**config.mk**
```make
export PLATFORM = sky130hd
export DESIGN_NAME = rstseq_top
export DESIGN_NICKNAME = d
export VERILOG_FILES = /design/src/rtl/rstseq_pkg.sv /design/src/rtl/rstseq_sync.sv /design/src/rtl/rstseq_timer.sv /design/src/rtl/rstseq_judge.sv /design/src/rtl/rstseq_top.sv
export SDC_FILE = /design/constraint.sdc
export NUM_CORES = 1
export LEC_CHECK = 0
export ABC_AREA = 1
export BUFFER_PORTS_ARGS = -buffer_cell sky130_fd_sc_hd__buf_2
export CAP_MARGIN = 10
export CELL_PAD_IN_SITES_DETAIL_PLACEMENT = 0
export CELL_PAD_IN_SITES_GLOBAL_PLACEMENT = 1
export CORE_UTILIZATION = 30
export CTS_CLUSTER_DIAMETER = 60
export DETAILED_ROUTE_END_ITERATION = 12
export GPL_TIMING_DRIVEN = 0
export MAX_ROUTING_LAYER = met4
export PLACE_DENSITY_LB_ADDON = 0.2
export SLEW_MARGIN = 20
export SYNTH_ARGS = -nofsm -noshare
export SYNTH_HDL_FRONTEND = slang
export SYNTH_SLANG_ARGS = --single-unit
export TNS_END_PERCENT = 10
```
**constraint.sdc**
```tcl
create_clock -name clk_i -period 5.2 [get_ports clk_i]
set_clock_uncertainty 0.1 [all_clocks]
set_input_delay 1.04 -clock clk_i [delete_from_list [all_inputs] [get_ports clk_i]]
set_output_delay 1.04 -clock clk_i [all_outputs]
set_load 0.1 [all_outputs]
```
**src/rtl/rstseq_pkg.sv**
```systemverilog
package rstseq_pkg;

    // Width and bit map of the device status word
    localparam int unsigned STAT_W       = 7;
    localparam int unsigned BIT_RST_TMR  = 0;  // reset timer expired
    localparam int unsigned BIT_SER_PLL  = 1;  // serial PLL timer expired
    localparam int unsigned BIT_OOL_LO   = 2;  // first monitored out-of-lock flag
    localparam int unsigned BIT_OOL_HI   = 5;  // last monitored out-of-lock flag
    localparam int unsigned BIT_LATE_OOL = 6;  // late-locking flag, not judged

    typedef enum logic [2:0] {
        PH_IDLE   = 3'd0,
        PH_INIT   = 3'd1,
        PH_CLKS   = 3'd2,
        PH_HOLD   = 3'd3,
        PH_SYNTH  = 3'd4,
        PH_SERIAL = 3'd5
    } phase_e;

endpackage

```
**src/rtl/rstseq_sync.sv**
```systemverilog
module rstseq_sync #(
    parameter int unsigned W = 1
) (
    input  logic         clk_i,
    input  logic         rst_ni,
    input  logic [W-1:0] d_i,
    output logic [W-1:0] q_o
);
    logic [W-1:0] meta_d, meta_q, stab_d, stab_q;

    always_comb begin
        meta_d = d_i;
        stab_d = meta_q;
    end

    always_ff @(posedge clk_i or negedge rst_ni) begin
        if (!rst_ni) begin
            meta_q <= '0;
            stab_q <= '0;
        end else begin
            meta_q <= meta_d;
            stab_q <= stab_d;
        end
    end

    assign q_o = stab_q;
endmodule

```
**src/rtl/rstseq_timer.sv**
```systemverilog
module rstseq_timer #(
    parameter int unsigned CW = 8
) (
    input  logic          clk_i,
    input  logic          rst_ni,
    input  logic          load_i,
    input  logic [CW-1:0] load_val_i,
    output logic          expired_o
);
    logic [CW-1:0] cnt_d, cnt_q;

    always_comb begin
        cnt_d = cnt_q;
        if (load_i)
            cnt_d = load_val_i;
        else if (cnt_q != '0)
            cnt_d = cnt_q - CW'(1);
    end

    always_ff @(posedge clk_i or negedge rst_ni) begin
        if (!rst_ni) cnt_q <= '0;
        else         cnt_q <= cnt_d;
    end

    assign expired_o = (cnt_q == '0);
endmodule

```
**src/rtl/rstseq_judge.sv**
```systemverilog
module rstseq_judge
    import rstseq_pkg::*;
(
    input  logic [STAT_W-1:0] stat_i,
    output logic              ok_o
);
    logic unused_late_ool;
    assign unused_late_ool = stat_i[BIT_LATE_OOL];

    always_comb begin
        ok_o = stat_i[BIT_RST_TMR] & stat_i[BIT_SER_PLL]
             & ~(|stat_i[BIT_OOL_HI:BIT_OOL_LO]);
    end
endmodule

```
**src/rtl/rstseq_top.sv**
```systemverilog
module rstseq_top
    import rstseq_pkg::*;
#(
    parameter int unsigned CYC_PER_US  = 250,
    parameter int unsigned T_INIT_US   = 1000,
    parameter int unsigned T_CLKS_US   = 1000,
    parameter int unsigned T_HOLD_US   = 2000,
    parameter int unsigned T_SYNTH_US  = 15000,
    parameter int unsigned T_SERIAL_US = 1000,
    parameter int unsigned MAX_TRIES   = 3,
    localparam int unsigned AW = $clog2(MAX_TRIES + 1)
) (
    input  logic              clk_i,
    input  logic              rst_ni,
    input  logic              start_i,
    input  logic [STAT_W-1:0] status_i,
    output logic              dev_rst_no,
    output logic              busy_o,
    output logic              done_o,
    output logic              pass_o,
    output logic              fail_o,
    output logic [AW-1:0]     attempt_o
);
    localparam int unsigned LEN_INIT   = T_INIT_US   * CYC_PER_US;
    localparam int unsigned LEN_CLKS   = T_CLKS_US   * CYC_PER_US;
    localparam int unsigned LEN_HOLD   = T_HOLD_US   * CYC_PER_US;
    localparam int unsigned LEN_SYNTH  = T_SYNTH_US  * CYC_PER_US;
    localparam int unsigned LEN_SERIAL = T_SERIAL_US * CYC_PER_US;
    localparam int unsigned MAX_A = (LEN_INIT > LEN_CLKS) ? LEN_INIT : LEN_CLKS;
    localparam int unsigned MAX_B = (LEN_HOLD > LEN_SYNTH) ? LEN_HOLD : LEN_SYNTH;
    localparam int unsigned MAX_C = (MAX_A > MAX_B) ? MAX_A : MAX_B;
    localparam int unsigned MAX_LEN = (MAX_C > LEN_SERIAL) ? MAX_C : LEN_SERIAL;
    localparam int unsigned CW = (MAX_LEN > 2) ? $clog2(MAX_LEN) : 1;

    typedef struct packed {
        phase_e        ph;
        logic          pin_n;
        logic          busy;
        logic          done;
        logic          pass;
        logic          fail;
        logic [AW-1:0] att;
    } seq_t;

    seq_t st_d, st_q;

    logic              tmr_load;
    logic [CW-1:0]     tmr_val;
    logic              tmr_exp;
    logic [STAT_W-1:0] stat_sync;
    logic              stat_ok;

    function automatic logic [CW-1:0] phase_len(phase_e p);
        case (p)
            PH_INIT:   phase_len = CW'(LEN_INIT - 1);
            PH_CLKS:   phase_len = CW'(LEN_CLKS - 1);
            PH_HOLD:   phase_len = CW'(LEN_HOLD - 1);
            PH_SYNTH:  phase_len = CW'(LEN_SYNTH - 1);
            PH_SERIAL: phase_len = CW'(LEN_SERIAL - 1);
            default:   phase_len = '0;
        endcase
    endfunction

    rstseq_sync #(.W(STAT_W)) u_sync (
        .clk_i  (clk_i),
        .rst_ni (rst_ni),
        .d_i    (status_i),
        .q_o    (stat_sync)
    );

    rstseq_judge u_judge (
        .stat_i (stat_sync),
        .ok_o   (stat_ok)
    );

    rstseq_timer #(.CW(CW)) u_timer (
        .clk_i      (clk_i),
        .rst_ni     (rst_ni),
        .load_i     (tmr_load),
        .load_val_i (tmr_val),
        .expired_o  (tmr_exp)
    );

    always_comb begin
        st_d      = st_q;
        st_d.done = 1'b0;
        unique case (st_q.ph)
            PH_IDLE: begin
                if (start_i) begin
                    st_d.ph    = PH_INIT;
                    st_d.pin_n = 1'b0;
                    st_d.busy  = 1'b1;
                    st_d.pass  = 1'b0;
                    st_d.fail  = 1'b0;
                    st_d.att   = AW'(1);
                end
            end
            PH_INIT: if (tmr_exp) st_d.ph = PH_CLKS;
            PH_CLKS: if (tmr_exp) st_d.ph = PH_HOLD;
            PH_HOLD: begin
                if (tmr_exp) begin
                    st_d.ph    = PH_SYNTH;
                    st_d.pin_n = 1'b1;
                end
            end
            PH_SYNTH: if (tmr_exp) st_d.ph = PH_SERIAL;
            PH_SERIAL: begin
                if (tmr_exp) begin
                    if (stat_ok) begin
                        st_d.ph   = PH_IDLE;
                        st_d.busy = 1'b0;
                        st_d.done = 1'b1;
                        st_d.pass = 1'b1;
                    end else if (st_q.att < AW'(MAX_TRIES)) begin
                        st_d.ph    = PH_INIT;
                        st_d.pin_n = 1'b0;
                        st_d.att   = st_q.att + AW'(1);
                    end else begin
                        st_d.ph   = PH_IDLE;
                        st_d.busy = 1'b0;
                        st_d.done = 1'b1;
                        st_d.fail = 1'b1;
                    end
                end
            end
            default: st_d.ph = PH_IDLE;
        endcase
        tmr_load = (st_d.ph != st_q.ph);
        tmr_val  = phase_len(st_d.ph);
    end

    always_ff @(posedge clk_i or negedge rst_ni) begin
        if (!rst_ni) begin
            st_q <= '{ph: PH_IDLE, pin_n: 1'b0, busy: 1'b0, done: 1'b0,
                      pass: 1'b0, fail: 1'b0, att: '0};
        end else begin
            st_q <= st_d;
        end
    end

    assign dev_rst_no = st_q.pin_n;
    assign busy_o     = st_q.busy;
    assign done_o     = st_q.done;
    assign pass_o     = st_q.pass;
    assign fail_o     = st_q.fail;
    assign attempt_o  = st_q.att;

    AST_ONE_RESULT: assert property (@(posedge clk_i) disable iff (!rst_ni)
        !(pass_o && fail_o));
    AST_DONE_PULSE: assert property (@(posedge clk_i) disable iff (!rst_ni)
        done_o |=> !done_o);
    AST_DONE_IDLE: assert property (@(posedge clk_i) disable iff (!rst_ni)
        done_o |-> !busy_o);
    AST_DONE_AT_EXPIRY: assert property (@(posedge clk_i) disable iff (!rst_ni)
        done_o |-> $past(tmr_exp));
    AST_RELEASE_AT_EXPIRY: assert property (@(posedge clk_i) disable iff (!rst_ni)
        $rose(dev_rst_no) |-> $past(tmr_exp));
    AST_ATTEMPT_BOUND: assert property (@(posedge clk_i) disable iff (!rst_ni)
        attempt_o <= AW'(MAX_TRIES));
    AST_RETRY_PIN_LOW: assert property (@(posedge clk_i) disable iff (!rst_ni)
        (busy_o && attempt_o != $past(attempt_o)) |-> !dev_rst_no);
    AST_FAIL_PIN_HIGH: assert property (@(posedge clk_i) disable iff (!rst_ni)
        $rose(fail_o) |-> dev_rst_no);
    AST_START_IGNORED: assert property (@(posedge clk_i) disable iff (!rst_ni)
        (busy_o && start_i && !tmr_exp) |=> attempt_o == $past(attempt_o));
    AST_RESULT_HELD: assert property (@(posedge clk_i) disable iff (!rst_ni)
        (!busy_o && !start_i) |=> ($stable(pass_o) && $stable(fail_o)));
endmodule

```
# Yosys cells after proc, flatten, opt, wreduce, memory -nomap -nowiden
# Index checks and enable logic that the tools add are counted.
# Widths: inputs -> output; s select.
# op_classes
mux,25
n_eq_ne,19
magnitude_cmp,1
n_addsub,2
n_bitwise,3
n_reduce_logical,13
# ops
cell,count
$pmux 22 s3,1
$mux 22,2
$logic_not 22->1,1
$reduce_bool 22->1,1
$sub 22x1->22 const B,1
$pmux 3 s6,1
$ne 2x2->1 const B,7
$eq 3x2->1 const B,4
$eq 3x3->1 const B,4
$mux 3,4
$mux 10,1
$reduce_and 5->1,2
$mux 4,2
$pmux 4 s2,1
$reduce_and 4->1,2
$mux 1,7
$eq 3x1->1 const B,2
$mux 2,3
$reduce_and 6->1,1
$mux 5,1
$reduce_bool 2->1,2
$reduce_or 4->1,1
$logic_not 3->1,1
$ne 3x3->1,1
other kinds (9),10
# totals
wordCells,73
out_inout_bits,7
register_bits,44

# Depth between registers and ports, before layout
# depth
depth_word,10
depth_mapped,15
mapped_depth_nobuf,15

# Hierarchy
# A second synthesis with hierarchy kept.
# hier_totals
cells_unflattened,350
area_unflattened_um2,2608.8
# by_module_without_submodules
module,instances,cells_each,area_per_inst_um2,seq_area_each_um2
rstseq_timer,1,221,1486.4,550.5
rstseq_top,1,110,750.7,250.2
rstseq_sync,1,14,350.3,350.3
rstseq_judge,1,5,21.3,0.0

# Worst setup path before layout
# OpenSTA, ideal clock, no wires.
# synth_path
kind,input port to flip-flop
start,in start_i
end,reg u_timer.cnt_q[0]
t_arrival_ps,1853
path_slack_ps,3130
setup_time_ps,117
n_path_buf,0
cell_stages,10
path_cell_list,inv_1 -> nor2_1 -> a21oi_4 -> nand2_4 -> nand2_4 -> nand3_2 -> nand2_2 -> nand2_1 -> nand2_1 -> nand2_1
# synth_lines
item,line_no,text
start: declaration,rstseq_top.sv:15,"input logic start_i,"
end signal: assignment,rstseq_timer.sv:22,else cnt_q <= cnt_d;
end: declaration,rstseq_timer.sv:10,"logic [CW-1:0] cnt_d, cnt_q;"

# Worst setup path in the final report
# layout_path
start,reg u_timer.cnt_q[0]
end,reg u_timer.cnt_q[1]
# layout_between
elab_chain_len,7
word_cells_on_any_way,20
# layout_rtl
item,line_no,text
$logic_not 22->1,rstseq_timer.sv:25,assign expired_o = (cnt_q == '0);
"$mux 10, or another cell as far along",rstseq_top.sv:108,if (tmr_exp) begin
$pmux 3 s6,rstseq_top.sv:87,unique case (st_q.ph)
"$eq 3x3->1, or another cell as far along",rstseq_top.sv:54,case (p)
$reduce_or 3->1 (no line),n/a,
$pmux 22 s3,rstseq_top.sv:54,
$mux 22,rstseq_timer.sv:14,if (load_i)
# Parallel ways exist; a longest one is shown, timed or not. The select of a mux whose other input is x is not followed.
# A chain may end at the register's enable or synchronous reset.

==> flow_metrics.tcl <==
set metrics [dict create \
    via_count 1897 \
    grt_max_degree 45 \
    cp_common_cell "nand2_1" \
    worstPathMaxFanout 6 \
    final.setup.worst_slack_ns 2.801 \
    final_nets 312 \
    overflow 0 \
    cts_resized 0 \
    clock_path_buffers 2 \
    synth.yosys.seq_area_share 0.4654 \
    wl_per_cell_um 13.74 \
    rr_startpoint "u_timer.cnt_q[0]$_DFFE_PN0P_" \
    cts_hold_buf 0 \
    layout-drive-gt1-share 0.1728 \
    hold_viol_final 0 \
    grt_pass1_vias 1913 \
    slowest_delay_ns 0.42 \
    finalSetupViolCount 0 \
    synth_ff_type "dfrtp_1" \
    dpl.cell_count 395 \
    die_area_um2 8246 \
    gp_congestion 0.7806 \
    drtIter0Drc 82 \
    vias_per_cell 4.707 \
    power_leakage_nw 1.237 \
    ant_nets 0 \
    slew_headroom 0.6183 \
    postCtsSetupRepairBufs 0 \
    synth.avg_cell_area_um2 8.511 \
    totalNegativeSetupSlack_ns 0 \
    drc 0 \
    grt_setup_unrepaired "no" \
    synth_edf_count 0 \
    async_flop_share 1.000 \
    dr.pass1.iters 4 \
    ys_ff_latch 44 \
    hold_class "reg2reg" \
    wl_mm 5.539 \
    crit_required_ns 5.35 \
    slowest_stage "dfrtp_1" \
    synth_area_um2 2366 \
    mostFrequentLayoutCells "nand2_1 (45), dfrtp_1 (44), nor2_1 (33)" \
    synthCells 278 \
    num_io_pins 17 \
    power_density_nw_per_um2 241.2 \
    max_clock_freq_ghz 0.4168 \
    antenna_found_initial 0 \
    clk_latency_ns 0.31 \
    worstSetupPathType "reg2reg" \
    hp-start "u_sync.meta_q[4]$_DFF_PN0_" \
    core_area_um2 7687 \
    slew_viol_final 0 \
    cts_tree "done" \
    worst_pin_slew_ns 0.5726 \
    cts.clk_slew.worst_paths_ns 0.09 \
    netlist-cell-type-count 30 \
    track_usage 0.1511 \
    die_h_um 90.81 \
    startpoint_type "register" \
    syn_to_final_growth_pct 13.59 \
    fill_cells 826 \
    post-route-min-period_ns 2.399 \
    max-vdd-ir-drop_mv 0.1096 \
    cts_buffers 5 \
    dp_hpwl_mm 4.060 \
    final_common_cell "nand2_1" \
    startpoint "u_timer.cnt_q[0]$_DFFE_PN0P_" \
    htreeDepth 2 \
    rows 32 \
    critPathCaptureType "register" \
    clk_root_buffer_cell "clkbuf_8" \
    grt_pass1_wl_mm 9.591 \
    outcome "complete, no violations" \
    final_cells 403 \
    syn_nets 290 \
    io_buffers 15 \
    cts.sinks 44 \
    yosysWarnings 0 \
    die_width_um 90.81 \
    total_power_mw 0.6481 \
    dp_slack_ns 2.752 \
    finalCritPeriodShare 0.4614 \
    antenna_cells 0 \
    crit_arrival_ns 2.55 \
    start_util 0.3078 \
    path_cells "inv_1, ha_1, nand2_2, nor2_4, nand3_2, inv_1, nand4_2, nand2_1, inv_1, nand3_1, nand2_2, nand2_1, nand2_1, nand2_1" \
    maxCapViolations 0 \
]
## final cells by class
class | instances | area, µm² | area share
Tap cell | 102 | 127.6 | 0.04749
Buffer | 9 | 66.31 | 0.02467
Clock buffer | 5 | 68.82 | 0.02561
Sequential cell | 44 | 1101 | 0.4097
Multi-Input combinational cell | 199 | 1101 | 0.4097
Timing Repair Buffer | 15 | 77.57 | 0.02886
Inverter | 26 | 97.59 | 0.03631
Clock inverter | 3 | 47.55 | 0.01769
## sequential cells by signal (all words and copies together), names as in the netlist
name	flops
attempt_o	2
busy_o	1
dev_rst_no	1
done_o	1
fail_o	1
pass_o	1
st_q	3
u_sync.meta_q	6
u_sync.q_o	6
u_timer.cnt_q	22
## worst paths after layout
check	cells past startpoint	slack (ns)	endpoint
min in group asynchronous	1	0.62	u_timer.cnt_q[19]$_DFFE_PN0P_
setup reg to reg	14	2.80	u_timer.cnt_q[1]$_DFFE_PN0P_
setup / recovery	14	2.80	u_timer.cnt_q[1]$_DFFE_PN0P_
hold / removal	0	0.25	u_sync.q_o[4]$_DFF_PN0_
max in group asynchronous	1	3.98	u_timer.cnt_q[0]$_DFFE_PN0P_
hold reg to reg	0	0.25	u_sync.q_o[4]$_DFF_PN0_
## stage by stage
step | utilization | hold WS (ns) | area, µm²
2_1_floorplan | - | 0.2312 | 2366
3_3_place_gp | 0.3341 | 0.2329 | 2569
3_5_place_dp | 0.3341 | 0.2347 | 2569
4_1_cts | 0.3493 | 0.2572 | 2685
5_1_grt | 0.3496 | 0.2687 | 2688
6_report | 0.3496 | 0.2538 | 2688
## metal layers
metal  vias up  GRT usage  routed length [µm]
met3         6    0.02525                 153
li1        965          -                   -
met4         0    0.03968                  63
met5         -          -                   0
met2        21     0.2393                2523
met1       905     0.2007                2798
## logic make-up after synthesis
group	Yosys count	share of synthesized area
simple gates	144	0.3035
flops	44	0.4654
buf+inv	35	0.06928
compound gates	33	0.07721
xor+xnor	20	0.07404
fa+ha+maj	2	0.01057
## Yosys cell counts (3+ instances only)
master | instances | area, µm²
nand2_2 | 4 | 25.02
nand2_1 | 45 | 168.9
a21oi_1 | 23 | 115.1
dfrtp_1 | 44 | 1101
nor2_2 | 4 | 25.02
xor2_1 | 8 | 70.07
inv_2 | 5 | 18.77
nor3_1 | 3 | 15.01
nand3_1 | 20 | 100.1
inv_1 | 21 | 78.83
nand3_2 | 3 | 30.03
xnor2_1 | 12 | 105.1
nand4_1 | 24 | 150.1
nor2_1 | 33 | 123.9
buf_6 | 3 | 33.78
o21ai_0 | 6 | 30.03
## power breakdown
part / leakage, nW / switching (mW) / internal [mW]
logic: 0.686 / 0.0179 / 0.00411
clock network: 0.0583 / 0.132 / 0.145
registers: 0.492 / 0.00154 / 0.348
total: 1.24 / 0.151 / 0.497
## critical path, delay by kind of cell, from the launching register on
kind                       cells  cell delay (ns)
DFF                            1             0.42
adders and majority gates      1             0.23
buffers and inverters          3             0.39
and+or+nand+nor               10             1.19
(Power assumes the default switching activity.)
